## src/rtl/led_refresh_ctrl.sv

```systemverilog
module led_refresh_ctrl #(
  parameter int PRESC_W = 8,
  parameter int IVL     = 32,
  parameter int CYC     = 8
) (
  input  logic        clk,
  input  logic        rst,
  input  logic        reg_we,
  input  logic [31:0] reg_wdata,
  output logic [31:0] reg_rdata,
  input  logic        btn_i,
  output logic [3:0]  led_o,
  output logic [3:0]  led_oe
);
  localparam int IW = $clog2(IVL);
  localparam int CW = $clog2(CYC + 1);

  logic [7:0]         modes;
  logic               run, active, btn_q;
  logic [PRESC_W-1:0] presc;
  logic [IW-1:0]      ivl;
  logic [CW-1:0]      ph;

  wire tick = (ivl == IW'(IVL - 1));
  wire slow = presc[PRESC_W-1];
  wire fast = presc[PRESC_W-3];

  always_ff @(posedge clk) begin
    if (rst) begin
      modes  <= '0;
      run    <= 1'b0;
      active <= 1'b0;
      btn_q  <= 1'b0;
      presc  <= '0;
      ivl    <= '0;
      ph     <= '0;
    end else begin
      presc <= presc + 1'b1;
      ivl   <= tick ? '0 : ivl + 1'b1;
      if (reg_we) {run, modes} <= reg_wdata[8:0];
      if (active) begin
        ph <= ph + 1'b1;
        if (ph == CW'(CYC - 1)) begin
          active <= 1'b0;
          btn_q  <= btn_i;
        end
      end else if (tick && run) begin
        active <= 1'b1;
        ph     <= '0;
      end
    end
  end

  for (genvar i = 0; i < 4; i++) begin : g_led
    logic lvl;
    always_comb begin
      case (modes[2*i +: 2])
        2'b00:   lvl = 1'b0;
        2'b01:   lvl = 1'b1;
        2'b10:   lvl = slow;
        default: lvl = fast;
      endcase
    end
    assign led_o[i]  = active & lvl;
    assign led_oe[i] = active;
  end

  assign reg_rdata = {21'b0, btn_q, active, run, modes};
endmodule

```

## config.mk

```make
export PLATFORM = sky130hd
export DESIGN_NAME = led_refresh_ctrl
export DESIGN_NICKNAME = d
export VERILOG_FILES = /design/src/rtl/led_refresh_ctrl.sv
export SDC_FILE = /design/constraint.sdc
export NUM_CORES = 1
export LEC_CHECK = 0
export CAP_MARGIN = 10
export CORE_MARGIN = 5
export CORE_UTILIZATION = 45
export DETAILED_ROUTE_END_ITERATION = 16
export DONT_BUFFER_PORTS = 1
export PLACE_DENSITY = 0.67
export SYNTH_ARGS = -nofsm -noshare
export SYNTH_HDL_FRONTEND = slang
export SYNTH_SLANG_ARGS = --single-unit
```

## constraint.sdc

```tcl
create_clock -name clk -period 1.6 [get_ports clk]
set_input_delay 0.32 -clock clk [delete_from_list [all_inputs] [get_ports clk]]
set_output_delay 0.32 -clock clk [all_outputs]
set_load 0.01 [all_outputs]
```

==> summary.md <==
| Metric | Value |
|---|---|
| Status | finished clean |
| Met1 global-route usage | 0.1243 |
| Unrepaired setup endpoints after global routing | no |
| GPL Wtd Cong | 0.7680 |
| Post-Route Setup TNS | 0 ns |
| Max_cap viols | 0 |
| Hold path endpoint | ivl[0] |
| Total core area | 3003 um2 |
| Worst hold path class | in2reg |
| GRT met3 Usage | 0.02735 |
| Largest family of logic cells by synthesized area | simple AND/OR/NAND/NOR gates |
| Area grow syn2layout | 0.4546% |
| Startpoint type of the worst setup path | flip-flop |
| HP Start | rst |
| Die ar. | 4261 um2 |
| Cells after DPL | 179 |
| Layout cells sized above 1 | 0.2013 |
| Synth Register Bits | 28 |
| Starting Density | 0.4579 |
| Total Nets Final | 191 |
| Post-Syn Area | 1375 um2 |
| Avg Cell Area, Syn | 9.106 um2 |
| CTS Hold Bufs | 0 |
| First-pass GRT wire length | 3.960 mm |
| DP HPWL | 1.735 mm |
| Min Tclk post-route | 1.506 ns |
| Final Hold Viols | 0 |
| Root Driver | clkbuf_4 |
| DRC errors left | 0 |
| WL final | 2.354 mm |
| # diodes | 0 |
| Port bufs | 0 |
| WL/cell | 12.93 um |
| Fmax | 0.6640 GHz |
| XOR/XNOR Fraction of Synth Area | 0.03185 |
| Worst r2r path cells | 6 |
| Clk_lat worst skew | 0.31 ns |
| DR vias/cell | 4.907 |
| Post-synthesis compound-gate area fraction | 0.06915 |
| Worst EP required | 1.83 ns |
| TritonRoute pass-1 iters | 3 |
| Setup crit end kind | flip-flop |
| Slew Viols, Final | 0 |
| Simple-gate share of the synthesized area | 0.1884 |
| Site Rows | 20 |
| Synth Instances | 151 |
| Post-synth top area share | 0.4076 |
| Max rail drop VDD | 464.2 uV |
| Vias in the first global route | 905 |
| P_leak | 0.5961 nW |
| Seq/Total Area, Yosys | 0.4076 |
| Initial antenna violation count | 0 |
| Via count | 893 |
| All-Layer GR Usage | 0.1175 |
| Leading area contributor after synthesis | dfxtp_1 |
| Post-CTS Setup Bufs | 0 |
| Number of synthesized flops with an enable pin | 0 |
| Pwr per Cell Area | 796.8 nW/um2 |
| Largest net degree at the start of global routing | 31 |
| Longest Clk Path Bufs | 2 |
| Worst EP arrival | 1.73 ns |
| Final Non-Filler Cells | 182 |
| YS warnings | 0 |
| Post-synthesis adder-cell area fraction | 0.03640 |
| Hold depth | 1 |
| Commonest non-fill, non-tap cells in the layout | 21 x nor2_1, 21 x conb_1, 16 x dfxtp_1, 12 x dfxtp_2, 11 x mux2i_1 |
| FFs w/ async S/R, synth | 0 |
| H-tree levels | 1 |
| Gr busiest metal | met2 |
| Primary FF master, synth | dfxtp_1 |
| TritonCTS clock tree | built |
| Mux share of post-synthesis cell area | 0.08826 |
| Crit path kind | reg2reg |
| Setup Skew | 0.002037 ns |
| Total CTS buffers | 3 |
| Clk sink count | 28 |
| Footprint of the multi-input gates | 674.4 um2 |
| Height of the die | 65.28 um |
| RR Startpoint | ivl[0] |
| 1st-iter DRT viols | 9 |
| FF+latch area | 575.6 um2 |
| I/O pin count | 76 |
| Clk pin slew, worst setup/hold paths | 0.13 ns |
| Post-DRT Antenna Nets | 0 |
| Reg2reg setup slack | 0.09 ns |
| Hold slack final | 0.06096 ns |
| Met2 Use GR | 0.2250 |
| Most area-consuming cells after synthesis | dfxtp_1 41%, buf_4 15%, mux2i_1 8.0%, nor2_1 5.7%, ha_1 3.6% |
| R2r endpoint | ph[2] |
| Final Setup Violations | 0 |
| Total gr overflow | 0 |
| Fillers | 299 |
| Synth unique cells | 33 |
| Critical path fanouts, max | 3 |
| Tcrit/Tclk final | 0.9413 |
| DIE WIDTH | 65.28 um |
## critical path, cell delays in order (launching register included)
cell      delay, ns
dfxtp_2        0.35
ha_1           0.21
and3_1         0.19
ha_2           0.19
a21oi_4        0.13
inv_2          0.07
a311oi_2       0.28
## sequential cells by signal, summed over array words and instances (netlist names)
name,flops
active,1
btn_q,1
ivl,5
modes,8
ph,4
presc,8
run,1
## where the power goes
group          internal, mW  switching [mW]
Combinational        0.0301          0.0405
Sequential            0.726          0.0335
Clock                0.0879           0.182
## what timing repair did
item | CTS | global route
gates resized for setup | 2 | 16
endpoints found under the setup margin | 1 | 6
pin swaps | 0 | 2
## metal layers
layer / part of all wire / wire (um) / vias up
met5: 0 / 0 / -
met4: 0.011 / 26 / 0
met3: 0.065 / 154 / 4
met2: 0.51 / 1209 / 26
met1: 0.41 / 962 / 407
li1: - / - / 456
## kinds of logic after synthesis
logic type	Yosys count
other cells	1
xor+xnor	5
mux	12
flops	28
buf+inv	35
compound gates	15
simple gates	51
fa+ha+maj	4
## per-stage QoR
| stage | cell area, um2 | worst slack (ns) | utilization | total power [mW] |
|---|---|---|---|---|
| after CTS | 1350 | 0.01687 | 0.4496 | 1.112 |
| after detailed placement | 1318 | 0.002507 | 0.4388 | 0.8420 |
| final | 1381 | 0.09397 | 0.4600 | 1.101 |
| after global routing | 1381 | 0.003789 | 0.4600 | 1.174 |
| after floorplan | 1450 | 0.08053 | - | 0.8835 |
| after global placement | 1318 | 0.08605 | 0.4388 | 0.8377 |
## cell usage after synthesis, types with 3 or more instances
library cell	number
nor2_1	21
buf_4	28
buf_2	4
dfxtp_1	28
nand3_1	6
mux2i_1	11
ha_1	4
xor2_1	3
nor3_1	3
nor3b_1	5
a21oi_1	7
nand2_1	4
## final cells by class
type | instances | area share
Tap cell | 33 | 0.02989
Clock buffer | 3 | 0.01630
Multi-Input combinational cell | 108 | 0.4882
Timing Repair Buffer | 8 | 0.04348
Inverter | 2 | 0.005435
Sequential cell | 28 | 0.4167
## worst max path at each step
stage                        start        to  slack (ns)  cells past startpoint
after floorplan             ivl[0]     ph[3]        0.08                      6
after global placement      ivl[0]     ph[3]        0.09                      6
after detailed placement    ivl[0]     ph[2]       0.003                      6
after CTS                 presc[5]  led_o[2]        0.02                      3
after global routing        ivl[0]     ph[2]       0.004                      6
final                       ivl[0]     ph[2]        0.09                      6
(Power assumes the default switching activity.)
